### src/rtl/irq_cc_pkg.sv
`timescale 1ns/1ps
package irq_cc_pkg;

    // Word offsets of the register port
    localparam int unsigned OFS_ENABLE    = 0;
    localparam int unsigned OFS_THRESH    = 1;
    localparam int unsigned OFS_CLAIM     = 2;
    localparam int unsigned OFS_PRIO_BASE = 3;   // source k lives at base + k

    typedef enum logic [2:0] {
        SEL_NONE,
        SEL_ENABLE,
        SEL_THRESH,
        SEL_CLAIM,
        SEL_PRIO
    } reg_sel_e;

    typedef struct packed {
        logic     rd;
        logic     wr;
        reg_sel_e sel;
    } bus_op_t;

    function automatic reg_sel_e decode_sel(input int unsigned word,
                                            input int unsigned nsrc);
        if (word == OFS_ENABLE)                       return SEL_ENABLE;
        if (word == OFS_THRESH)                       return SEL_THRESH;
        if (word == OFS_CLAIM)                        return SEL_CLAIM;
        if (word > OFS_PRIO_BASE && word <= OFS_PRIO_BASE + nsrc)
                                                      return SEL_PRIO;
        return SEL_NONE;
    endfunction

    function automatic bus_op_t decode_op(input logic valid, input logic write,
                                          input int unsigned word,
                                          input int unsigned nsrc);
        bus_op_t op;
        op.rd  = valid & ~write;
        op.wr  = valid & write;
        op.sel = decode_sel(word, nsrc);
        return op;
    endfunction

endpackage

### src/rtl/irq_cc_regs.sv
`timescale 1ns/1ps
module irq_cc_regs
    import irq_cc_pkg::*;
#(
    parameter int unsigned NUM_SRC = 7,
    parameter int unsigned PRIO_W  = 3,
    parameter int unsigned ADDR_W  = 4,
    parameter int unsigned DATA_W  = 32,
    parameter int unsigned ID_W    = 3
) (
    input  logic                          clk,
    input  logic                          rst,
    input  logic                          req_valid,
    input  logic                          req_write,
    input  logic [ADDR_W-1:0]             req_addr,
    input  logic [DATA_W-1:0]             req_wdata,
    output logic                          req_ready,
    output logic                          rsp_valid,
    output logic [DATA_W-1:0]             rsp_rdata,
    input  logic [ID_W-1:0]               claim_id,
    output logic                          claim_take,
    output logic                          done_valid,
    output logic [ID_W-1:0]               done_id,
    output logic [NUM_SRC:0]              en_o,
    output logic [PRIO_W-1:0]             thr_o,
    output logic [NUM_SRC:0][PRIO_W-1:0]  prio_o
);

    localparam int unsigned PIDX_W = ADDR_W;

    bus_op_t              op;
    logic [PIDX_W-1:0]    pidx;
    logic [NUM_SRC:0]     en_q;
    logic [PRIO_W-1:0]    thr_q;
    logic [NUM_SRC:0][PRIO_W-1:0] prio_q;
    logic [DATA_W-1:0]    rd_data;
    logic                 id_in_range;

    assign req_ready = 1'b1;
    assign op        = decode_op(req_valid, req_write, 32'(req_addr), NUM_SRC);
    assign pidx      = req_addr - PIDX_W'(OFS_PRIO_BASE);

    assign id_in_range = (req_wdata != '0) && (req_wdata <= DATA_W'(NUM_SRC));
    assign claim_take  = op.rd && (op.sel == SEL_CLAIM);
    assign done_valid  = op.wr && (op.sel == SEL_CLAIM) && id_in_range;
    assign done_id     = req_wdata[ID_W-1:0];

    always_ff @(posedge clk) begin
        if (rst) begin
            en_q  <= '0;
            thr_q <= '0;
        end else if (op.wr) begin
            if (op.sel == SEL_ENABLE) en_q  <= {req_wdata[NUM_SRC:1], 1'b0};
            if (op.sel == SEL_THRESH) thr_q <= req_wdata[PRIO_W-1:0];
        end
    end

    assign prio_q[0] = '0;

    for (genvar k = 1; k <= NUM_SRC; k++) begin : g_prio
        always_ff @(posedge clk) begin
            if (rst) begin
                prio_q[k] <= '0;
            end else if (op.wr && op.sel == SEL_PRIO && pidx == PIDX_W'(k)) begin
                prio_q[k] <= req_wdata[PRIO_W-1:0];
            end
        end
    end

    always_comb begin
        rd_data = '0;
        unique case (op.sel)
            SEL_ENABLE: rd_data[NUM_SRC:0] = en_q;
            SEL_THRESH: rd_data[PRIO_W-1:0] = thr_q;
            SEL_CLAIM:  rd_data[ID_W-1:0]   = claim_id;
            SEL_PRIO: begin
                for (int k = 1; k <= NUM_SRC; k++) begin
                    if (pidx == PIDX_W'(k)) rd_data[PRIO_W-1:0] = prio_q[k];
                end
            end
            default: rd_data = '0;
        endcase
    end

    always_ff @(posedge clk) begin
        if (rst) begin
            rsp_valid <= 1'b0;
            rsp_rdata <= '0;
        end else begin
            rsp_valid <= op.rd;
            rsp_rdata <= op.rd ? rd_data : '0;
        end
    end

    assign en_o   = en_q;
    assign thr_o  = thr_q;
    assign prio_o = prio_q;

endmodule

### src/rtl/irq_cc_gateway.sv
`timescale 1ns/1ps
module irq_cc_gateway #(
    parameter int unsigned NUM_SRC = 7,
    parameter int unsigned ID_W    = 3
) (
    input  logic               clk,
    input  logic               rst,
    input  logic [NUM_SRC-1:0] src_i,
    input  logic [NUM_SRC:0]   en_i,
    input  logic               claim_take,
    input  logic [ID_W-1:0]    claim_id,
    input  logic               done_valid,
    input  logic [ID_W-1:0]    done_id,
    output logic [NUM_SRC:0]   pend_o,
    output logic [NUM_SRC:0]   ins_o
);

    assign pend_o[0] = 1'b0;
    assign ins_o[0]  = 1'b0;

    for (genvar k = 1; k <= NUM_SRC; k++) begin : g_src
        logic src_q;
        logic pend_q;
        logic ins_q;
        logic rise;
        logic take;
        logic fin;

        assign rise = src_i[k-1] & ~src_q;
        assign take = claim_take && (claim_id == ID_W'(k));
        assign fin  = done_valid && (done_id == ID_W'(k)) && en_i[k];

        always_ff @(posedge clk) begin
            if (rst) begin
                src_q  <= 1'b0;
                pend_q <= 1'b0;
                ins_q  <= 1'b0;
            end else begin
                src_q <= src_i[k-1];
                if (take) begin
                    pend_q <= 1'b0;
                end else if (rise && !pend_q && !ins_q) begin
                    pend_q <= 1'b1;
                end
                if (take) begin
                    ins_q <= 1'b1;
                end else if (fin) begin
                    ins_q <= 1'b0;
                end
            end
        end

        assign pend_o[k] = pend_q;
        assign ins_o[k]  = ins_q;
    end

endmodule

### src/rtl/irq_cc_arbiter.sv
`timescale 1ns/1ps
module irq_cc_arbiter #(
    parameter int unsigned NUM_SRC = 7,
    parameter int unsigned PRIO_W  = 3,
    parameter int unsigned ID_W    = 3
) (
    input  logic [NUM_SRC:0]              pend_i,
    input  logic [NUM_SRC:0]              ins_i,
    input  logic [NUM_SRC:0]              en_i,
    input  logic [NUM_SRC:0][PRIO_W-1:0]  prio_i,
    input  logic [PRIO_W-1:0]             thr_i,
    output logic [ID_W-1:0]               best_id,
    output logic                          any_o
);

    logic [NUM_SRC:0] elig;
    logic [PRIO_W-1:0] best_p;

    assign elig[0] = 1'b0;
    for (genvar k = 1; k <= NUM_SRC; k++) begin : g_elig
        assign elig[k] = pend_i[k] & en_i[k] & ~ins_i[k] & (prio_i[k] > thr_i);
    end

    assign any_o = |elig;

    // Strict compare keeps the lower ID on equal priority
    always_comb begin
        best_id = '0;
        best_p  = '0;
        for (int k = 1; k <= NUM_SRC; k++) begin
            if (elig[k] && prio_i[k] > best_p) begin
                best_id = ID_W'(k);
                best_p  = prio_i[k];
            end
        end
    end

endmodule

### src/rtl/irq_claim_ctrl.sv
`timescale 1ns/1ps
module irq_claim_ctrl
    import irq_cc_pkg::*;
#(
    parameter int unsigned NUM_SRC = 7,
    parameter int unsigned PRIO_W  = 3,
    parameter int unsigned ADDR_W  = 4,
    parameter int unsigned DATA_W  = 32
) (
    input  logic               clk,
    input  logic               rst,
    input  logic [NUM_SRC-1:0] src_i,
    input  logic               req_valid,
    input  logic               req_write,
    input  logic [ADDR_W-1:0]  req_addr,
    input  logic [DATA_W-1:0]  req_wdata,
    output logic               req_ready,
    output logic               rsp_valid,
    output logic [DATA_W-1:0]  rsp_rdata,
    output logic               irq_o
);

    localparam int unsigned ID_W = $clog2(NUM_SRC + 1);

    if (OFS_PRIO_BASE + NUM_SRC >= (1 << ADDR_W)) begin : g_bad_addr
        $error("ADDR_W too small for NUM_SRC priority words");
    end
    if (DATA_W <= NUM_SRC || DATA_W < PRIO_W) begin : g_bad_data
        $error("DATA_W too small");
    end

    logic [NUM_SRC:0]             en_vec;
    logic [PRIO_W-1:0]            thr;
    logic [NUM_SRC:0][PRIO_W-1:0] prio;
    logic [NUM_SRC:0]             pend_vec;
    logic [NUM_SRC:0]             ins_vec;
    logic [ID_W-1:0]              best_id;
    logic                         any_elig;
    logic                         claim_take;
    logic                         done_valid;
    logic [ID_W-1:0]              done_id;

    irq_cc_regs #(
        .NUM_SRC(NUM_SRC), .PRIO_W(PRIO_W), .ADDR_W(ADDR_W),
        .DATA_W(DATA_W), .ID_W(ID_W)
    ) u_regs (
        .clk        (clk),
        .rst        (rst),
        .req_valid  (req_valid),
        .req_write  (req_write),
        .req_addr   (req_addr),
        .req_wdata  (req_wdata),
        .req_ready  (req_ready),
        .rsp_valid  (rsp_valid),
        .rsp_rdata  (rsp_rdata),
        .claim_id   (best_id),
        .claim_take (claim_take),
        .done_valid (done_valid),
        .done_id    (done_id),
        .en_o       (en_vec),
        .thr_o      (thr),
        .prio_o     (prio)
    );

    irq_cc_gateway #(
        .NUM_SRC(NUM_SRC), .ID_W(ID_W)
    ) u_gw (
        .clk        (clk),
        .rst        (rst),
        .src_i      (src_i),
        .en_i       (en_vec),
        .claim_take (claim_take),
        .claim_id   (best_id),
        .done_valid (done_valid),
        .done_id    (done_id),
        .pend_o     (pend_vec),
        .ins_o      (ins_vec)
    );

    irq_cc_arbiter #(
        .NUM_SRC(NUM_SRC), .PRIO_W(PRIO_W), .ID_W(ID_W)
    ) u_arb (
        .pend_i  (pend_vec),
        .ins_i   (ins_vec),
        .en_i    (en_vec),
        .prio_i  (prio),
        .thr_i   (thr),
        .best_id (best_id),
        .any_o   (any_elig)
    );

    assign irq_o = any_elig;

endmodule


### config.mk
export PLATFORM = sky130hd
export DESIGN_NAME = irq_claim_ctrl
export DESIGN_NICKNAME = d
export VERILOG_FILES = /design/src/rtl/irq_cc_pkg.sv /design/src/rtl/irq_cc_regs.sv /design/src/rtl/irq_cc_gateway.sv /design/src/rtl/irq_cc_arbiter.sv /design/src/rtl/irq_claim_ctrl.sv
export SDC_FILE = /design/constraint.sdc
export NUM_CORES = 1
export LEC_CHECK = 0
export BUFFER_PORTS_ARGS = -buffer_cell sky130_fd_sc_hd__buf_2
export CAP_MARGIN = 40
export CORE_MARGIN = 2
export CORE_UTILIZATION = 56
export DETAILED_ROUTE_END_ITERATION = 16
export PLACE_DENSITY = 0.81
export RECOVER_POWER = 25
export SETUP_SLACK_MARGIN = 0.02
export SKIP_LAST_GASP = 1
export SLEW_MARGIN = 10
export SYNTH_ARGS = -nofsm -noshare
export SYNTH_HDL_FRONTEND = slang
export SYNTH_SLANG_ARGS = --single-unit
### constraint.sdc
create_clock -name clk -period 11.3 [get_ports clk]
set_clock_uncertainty 0.2 [all_clocks]
set_input_delay 2.26 -clock clk [delete_from_list [all_inputs] [get_ports clk]]
set_output_delay 2.26 -clock clk [all_outputs]
set_load 0.02 [all_outputs]
==> results of run 1 <==
cells in the mapped netlist (all sizes together) (2+ instances only):
cell type,number,area (um^2)
nor2,64,240
dfxtp,61,1220
ha,36,450
mux2i,36,360
nand2,32,120
a21oi,31,159
buf,29,218
inv,22,82.6
nor2b,19,119
o21ai,17,85.1
clkbuf,15,56.3
nand3,15,75.1
nor4,12,75.1
nand4,9,56.3
a211oi,8,65.1
and3,8,55.1
and2,7,43.8
nand2b,7,43.8
a21o,6,45.0
a31oi,6,37.5
a311oi,5,67.6
mux2,5,60.1
nor3,5,25.0
a31o,4,35.0
nand3b,4,30.0
or2,4,25.0
a32oi,3,26.3
a2111oi,2,17.5
a221o,2,20.0
conb,2,7.51
mux4,2,45.0
o211ai,2,15.0
o21bai,2,15.0
o311ai,2,17.5
per-stage QoR:
| step | hold WS (ns) | cell area [um^2] | util | power [mW] | instances |
|---|---|---|---|---|---|
| final | 0.279 | 4610 | 0.639 | 0.466 | 655 |
| after floorplan | 0.243 | 4260 | - | 0.261 | 524 |
| after global placement | 0.268 | 4400 | 0.610 | 0.269 | 637 |
| after CTS | 0.285 | 4620 | 0.640 | 0.468 | 654 |
| after global routing | 0.321 | 4610 | 0.639 | 0.483 | 655 |
| after detailed placement | 0.274 | 4420 | 0.613 | 0.271 | 638 |
sequential cells by signal, summed over array words and instances, names as in the netlist:
signal and count:
u_gw.g_src.pend_q 7, u_regs.en_o 7, u_regs.prio_o 21, u_regs.rsp_valid 1
u_gw.g_src.ins_q 7, u_gw.g_src.src_q 7, u_regs.rsp_rdata 8, u_regs.thr_o 3
layer usage:
layer | GRT usage | vias to the layer above | routed length, um
met5 | 0 | - | 0
met4 | 0.112 | 0 | 294
met3 | 0.0668 | 34 | 771
met2 | 0.479 | 177 | 5510
met1 | 0.368 | 1904 | 5110
li1 | - | 1864 | -
critical path, delay by kind of cell, from the launching register on:
| kind | cells | cell delay, ns |
|---|---|---|
| AO/OA/AOI/OAI | 14 | 2.91 |
| AND/OR/NAND/NOR | 16 | 2.85 |
| adder cells (fa/ha/maj) | 7 | 2.19 |
| multiplexers | 5 | 1.67 |
| buffers and inverters | 2 | 0.42 |
| flip-flops | 1 | 0.37 |
power groups by stage:
stage / Sequential [mW] / Combinational (mW) / Clock, mW
after floorplan: 0.226 / 0.0346 / 0
after global placement: 0.226 / 0.0428 / 0
after detailed placement: 0.227 / 0.0445 / 0
after CTS: 0.222 / 0.0449 / 0.202
after global routing: 0.222 / 0.0488 / 0.212
final: 0.222 / 0.0449 / 0.199
area by class of cell:
class	instances	area, um^2	area share
Clock buffer	9	124	0.0269
Inverter	22	82.6	0.0179
Tap cell	99	124	0.0269
Timing Repair Buffer	60	295	0.0640
Multi-Input combinational cell	397	2690	0.583
Sequential cell	61	1220	0.265
Clock inverter	7	75.1	0.0163
worst max-delay path by stage:
stage	start	to	slack (ns)	cells past startpoint
floorplan	u_regs.thr_o[2]	u_gw.g_src[2].ins_q	1.68	47
global placement	u_regs.thr_o[2]	u_gw.g_src[2].ins_q	1.13	44
detailed placement	u_regs.thr_o[2]	u_gw.g_src[2].ins_q	0.65	45
CTS	u_regs.thr_o[2]	u_gw.g_src[2].ins_q	0.50	45
global route	u_regs.thr_o[2]	u_gw.g_src[2].ins_q	0.004	45
finish	u_regs.thr_o[2]	u_gw.g_src[2].ins_q	0.63	44
logic make-up (layout without fill, tap and decap cells):
family / after synthesis / after routing
AND/OR/NAND/NOR: 189 / 189
AO/OA/AOI/OAI: 102 / 102
buffers and inverters: 66 / 98
flip-flops: 61 / 61
multiplexers: 43 / 43
adder cells (fa/ha/maj): 37 / 37
other: 2 / 25
XOR/XNOR: 1 / 1
repair_timing:
item	in CTS	in global routing
setup buffers	0	1
gates resized for setup	0	4
setup endpoints to repair	0	10
hold endpoints to repair	0	0
==> impl_metrics.env, run 1 <==
export IMPL_vias=3979
export IMPL_root_buffer="clkbuf_8"
export IMPL_seq_area_frac_synth=0.293
export IMPL_cts_sinks=61
export IMPL_postRouteAntennaNets=0
export IMPL_min_from="u_gw.g_src[5].ins_q"
export IMPL_switching_share=0.279
export IMPL_netlist_instances=501
export IMPL_maxSlewViolCount=41
export IMPL_seqPwrFrac=0.476
export IMPL_wire_per_inst_um=17.8
export IMPL_setup_ws_ns=0.625
export IMPL_dp_slack_ns=0.647
export IMPL_gp_congestion=0.916
export IMPL_cpMostUsedCell="ha_1"
export IMPL_hold_violations=0
export IMPL_synth_compound_area_frac=0.172
export IMPL_grt_pass1_vias=3780
export IMPL_io_pins=82
export IMPL_antenna_found_initial=0
export IMPL_ir_worst_vdd_v=0.0000884
export IMPL_synth_mux_area_frac=0.112
export IMPL_die_area_mm2=0.00815
export IMPL_outcome="finished, violations left"
export IMPL_worstReg2RegEnd="u_gw.g_src[2].ins_q"
export IMPL_via_per_inst=6.07
export IMPL_violations="max-capacitance violations, max-slew violations"
export IMPL_area_growth_pct=10.7
export IMPL_slowest_stage="ha_1"
export IMPL_port_buffers=56
export IMPL_path_max_fanout=11
export IMPL_dp_hpwl_mm=8.63
export IMPL_synth_seq_cells=61
export IMPL_hold_class="flop to flop"
export IMPL_ys_types=60
export IMPL_grt_use_total=0.290
export IMPL_timing_final_crit_period_ns=10.67
export IMPL_die_h_um=90.3
export IMPL_htree_num_levels=3
export IMPL_power_frac_clock=0.428
export IMPL_drtIter0Drc=342
export IMPL_synth_ff_type="dfxtp_1"
export IMPL_max_stage_delay_ns=0.41
export IMPL_grt_overflow=0
export IMPL_cp_data_required_time_ns=11.40
export IMPL_synth_top_family_by_area="simple AND/OR/NAND/NOR gates"
export IMPL_cap_violations=1
export IMPL_worstSetupStartpointType="flop"
export IMPL_drc=0
export IMPL_nNetsFinal=634
export IMPL_nFillCells=640
export IMPL_grt_setup_unrepaired="no"
export IMPL_p_int_mw=0.336
export IMPL_max_slew_worst_pin_slew_ns=1.74
export IMPL_netlist_area_mm2=0.00417
export IMPL_numCtsBuffers=9
export IMPL_yosysWarnings=0
export IMPL_final_common_cell="nor2_1"
export IMPL_num_antenna_cells=0
export IMPL_slew_headroom=-0.163
export IMPL_synth_xor_area_frac=0.00210
export IMPL_synth_fa_ha_area_frac=0.110
export IMPL_drive_above_1_share=0.153
export IMPL_rr_startpoint="u_regs.thr_o[2]"
export IMPL_pwr_share_comb=0.096
export IMPL_netSwitchingPower_mw=0.130
export IMPL_start_util=0.578
export IMPL_yosys_area_share_simple=0.224
export IMPL_grt_max_degree=41
export IMPL_setup_viol_count_final=0
export IMPL_worstSetupPathType="flop to flop"
export IMPL_clk_path_buf_depth=2
export IMPL_synth_edf_count=0
export IMPL_core_mm2=0.00721
export IMPL_critPathCaptureType="flop"
export IMPL_min_delay_worst_endpoint="u_gw.g_src[5].ins_q"
export IMPL_grt_pass1_wl_mm=18.8
export IMPL_layout_common_cells="nor2_1, dfxtp_1, buf_2"
export IMPL_fin_crit_sh=0.945
export IMPL_leakage_nw=1.98
export IMPL_fmax_mhz=93.7
export IMPL_r2r_cells=44
export IMPL_dr_pass1_iters=6
export IMPL_tns_ns=0
export IMPL_routed_wl_mm=11.7
export IMPL_powerDensity_mw_per_mm2=101
export IMPL_syn_area_per_cell_um2=8.32
export IMPL_reg2reg_slack_ns=0.63
export IMPL_cp_arrival_ns=10.78
export IMPL_cts_hold_buf=0
export IMPL_rows=31
export IMPL_die_x_um=90.3
export IMPL_clk_latency_ns=0.36
export IMPL_synthArstFlopShare=0
export IMPL_clkTransAtPathRegs_ns=0.07
export IMPL_whs_path_depth=2
export IMPL_cts_tree="done"
Power figures use the tool's default switching activity.
==> run 2, diff against run 1 <==
--- a/config.mk
+++ b/config.mk
@@ -7,6 +7,7 @@
 export LEC_CHECK = 0
 export BUFFER_PORTS_ARGS = -buffer_cell sky130_fd_sc_hd__buf_2
 export CAP_MARGIN = 40
+export CORE_ASPECT_RATIO = 0.8
 export CORE_MARGIN = 2
 export CORE_UTILIZATION = 56
 export DETAILED_ROUTE_END_ITERATION = 16
@@ -18,3 +19,4 @@
 export SYNTH_ARGS = -nofsm -noshare
 export SYNTH_HDL_FRONTEND = slang
 export SYNTH_SLANG_ARGS = --single-unit
+export TNS_END_PERCENT = 1
==> impl_metrics.env, run 2 (synthesis results as in run 1) <==
export IMPL_rows=28
export IMPL_cts_sinks=61
export IMPL_routed_wl_mm=11.8
export IMPL_layout_common_cells="nor2_1, dfxtp_1, buf_2"
export IMPL_antenna_found_initial=0
export IMPL_num_antenna_cells=0
export IMPL_dp_slack_ns=0.788
export IMPL_critPathCaptureType="flop"
export IMPL_hold_violations=0
export IMPL_die_x_um=100
export IMPL_cp_data_required_time_ns=11.41
export IMPL_cts_tree="done"
export IMPL_numCtsBuffers=9
export IMPL_core_mm2=0.00732
export IMPL_dp_hpwl_mm=8.88
export IMPL_setup_viol_count_final=0
export IMPL_power_frac_clock=0.437
export IMPL_slew_headroom=0.174
export IMPL_cp_top_family="simple AND/OR/NAND/NOR gates"
export IMPL_nFillCells=627
export IMPL_powerDensity_mw_per_mm2=103
export IMPL_largest_reg_flops=21
export IMPL_maxSlewViolCount=0
export IMPL_cp_num_buf_inv=2
export IMPL_switching_share=0.287
export IMPL_nNetsFinal=634
export IMPL_timing_final_crit_period_ns=10.62
export IMPL_area_growth_pct=10.4
export IMPL_drtIter0Drc=292
export IMPL_root_buffer="clkbuf_8"
export IMPL_grt_pass1_wl_mm=18.9
export IMPL_dr_pass1_iters=7
export IMPL_final_common_cell="nor2_1"
export IMPL_start_util=0.569
export IMPL_wire_per_inst_um=18.3
export IMPL_fin_crit_sh=0.940
export IMPL_fmax_mhz=94.1
export IMPL_max_slew_worst_pin_slew_ns=1.24
export IMPL_htree_num_levels=3
export IMPL_setup_ws_ns=0.678
export IMPL_seqPwrFrac=0.467
export IMPL_die_h_um=81.2
export IMPL_via_per_inst=6.15
export IMPL_grt_setup_unrepaired="no"
export IMPL_postRouteAntennaNets=0
export IMPL_port_buffers=56
export IMPL_clk_path_buf_depth=2
export IMPL_cpMostUsedCell="ha_1"
export IMPL_clkTransAtPathRegs_ns=0.08
export IMPL_drc=0
export IMPL_cp_arrival_ns=10.73
export IMPL_p_int_mw=0.338
export IMPL_leakage_nw=1.99
export IMPL_drive_above_1_share=0.149
export IMPL_path_max_fanout=11
export IMPL_io_pins=82
export IMPL_hold_slack_ns=0.311
export IMPL_outcome="completed"
export IMPL_worstSetupStartpointType="flop"
export IMPL_tns_ns=0
export IMPL_ir_worst_vdd_v=0.0000930
export IMPL_grt_overflow=0
export IMPL_hold_class="flop to flop"
export IMPL_grt_max_degree=29
export IMPL_cts_hold_buf=0
export IMPL_worstSetupPathType="flop to flop"
export IMPL_max_stage_delay_ns=0.42
export IMPL_clk_latency_ns=0.37
export IMPL_gp_congestion=0.969
export IMPL_vias=3971
export IMPL_cap_violations=0
export IMPL_grt_use_total=0.301
export IMPL_netSwitchingPower_mw=0.136
export IMPL_pwr_share_comb=0.096
export IMPL_slowest_stage="a311oi_2"
export IMPL_grt_pass1_vias=3725
export IMPL_die_area_mm2=0.00816
[run 2: final timing paths]
kind / from / endpoint / slack, ns / depth (start not counted)
worst min register to register: u_gw.g_src[7].ins_q / u_gw.g_src[7].ins_q / 0.31 / 2
worst min-delay path: u_gw.g_src[7].ins_q / u_gw.g_src[7].ins_q / 0.31 / 2
worst max-delay path: u_regs.thr_o[2] / u_gw.g_src[3].ins_q / 0.68 / 44
worst max register to register: u_regs.thr_o[2] / u_gw.g_src[3].ins_q / 0.68 / 44
[run 2: timing repair]
item / in CTS / in global routing
hold endpoints to repair: 0 / 0
buffers inserted: 0 / 1
gates resized for setup: 0 / 3
setup endpoints to repair: 0 / 6
[run 2: metrics by stage]
step	power, mW	instance area, um^2	std cells	util
after CTS	0.477	4620	645	0.631
after floorplan	0.261	4260	524	-
after detailed placement	0.272	4420	629	0.603
after global routing	0.491	4600	646	0.629
final	0.475	4600	646	0.629
after global placement	0.270	4390	628	0.599
[run 2: area by class of cell]
| class | count | area, um^2 | share of cell area |
|---|---|---|---|
| clock buffer | 9 | 124 | 0.0269 |
| clock inverter | 7 | 81.3 | 0.0177 |
| inverter | 22 | 82.6 | 0.0179 |
| multi-input combinational | 397 | 2690 | 0.584 |
| sequential | 61 | 1220 | 0.265 |
| tap | 90 | 113 | 0.0245 |
| timing repair buffer | 60 | 294 | 0.0639 |
[run 2: power by group through the flow]
stage / Combinational (mW) / Clock, mW / Sequential [mW]
4_1_cts: 0.0457 / 0.210 / 0.221
2_1_floorplan: 0.0346 / 0 / 0.226
3_3_place_gp: 0.0433 / 0 / 0.226
6_report: 0.0456 / 0.207 / 0.222
3_5_place_dp: 0.0454 / 0 / 0.227
5_1_grt: 0.0493 / 0.220 / 0.222
[run 2: tightest hold or removal path, cell delays in order (launching register included)]
cell and delay, ns:
dfxtp_1 0.33, o21ai_0 0.07, a21oi_1 0.07
[run 2: metal layers]
metal	routed length [um]	up-vias	track usage
met4	197	0	0.0932
met3	943	29	0.0895
li1	-	1859	-
met2	5410	196	0.480
met5	0	-	0
met1	5280	1887	0.395
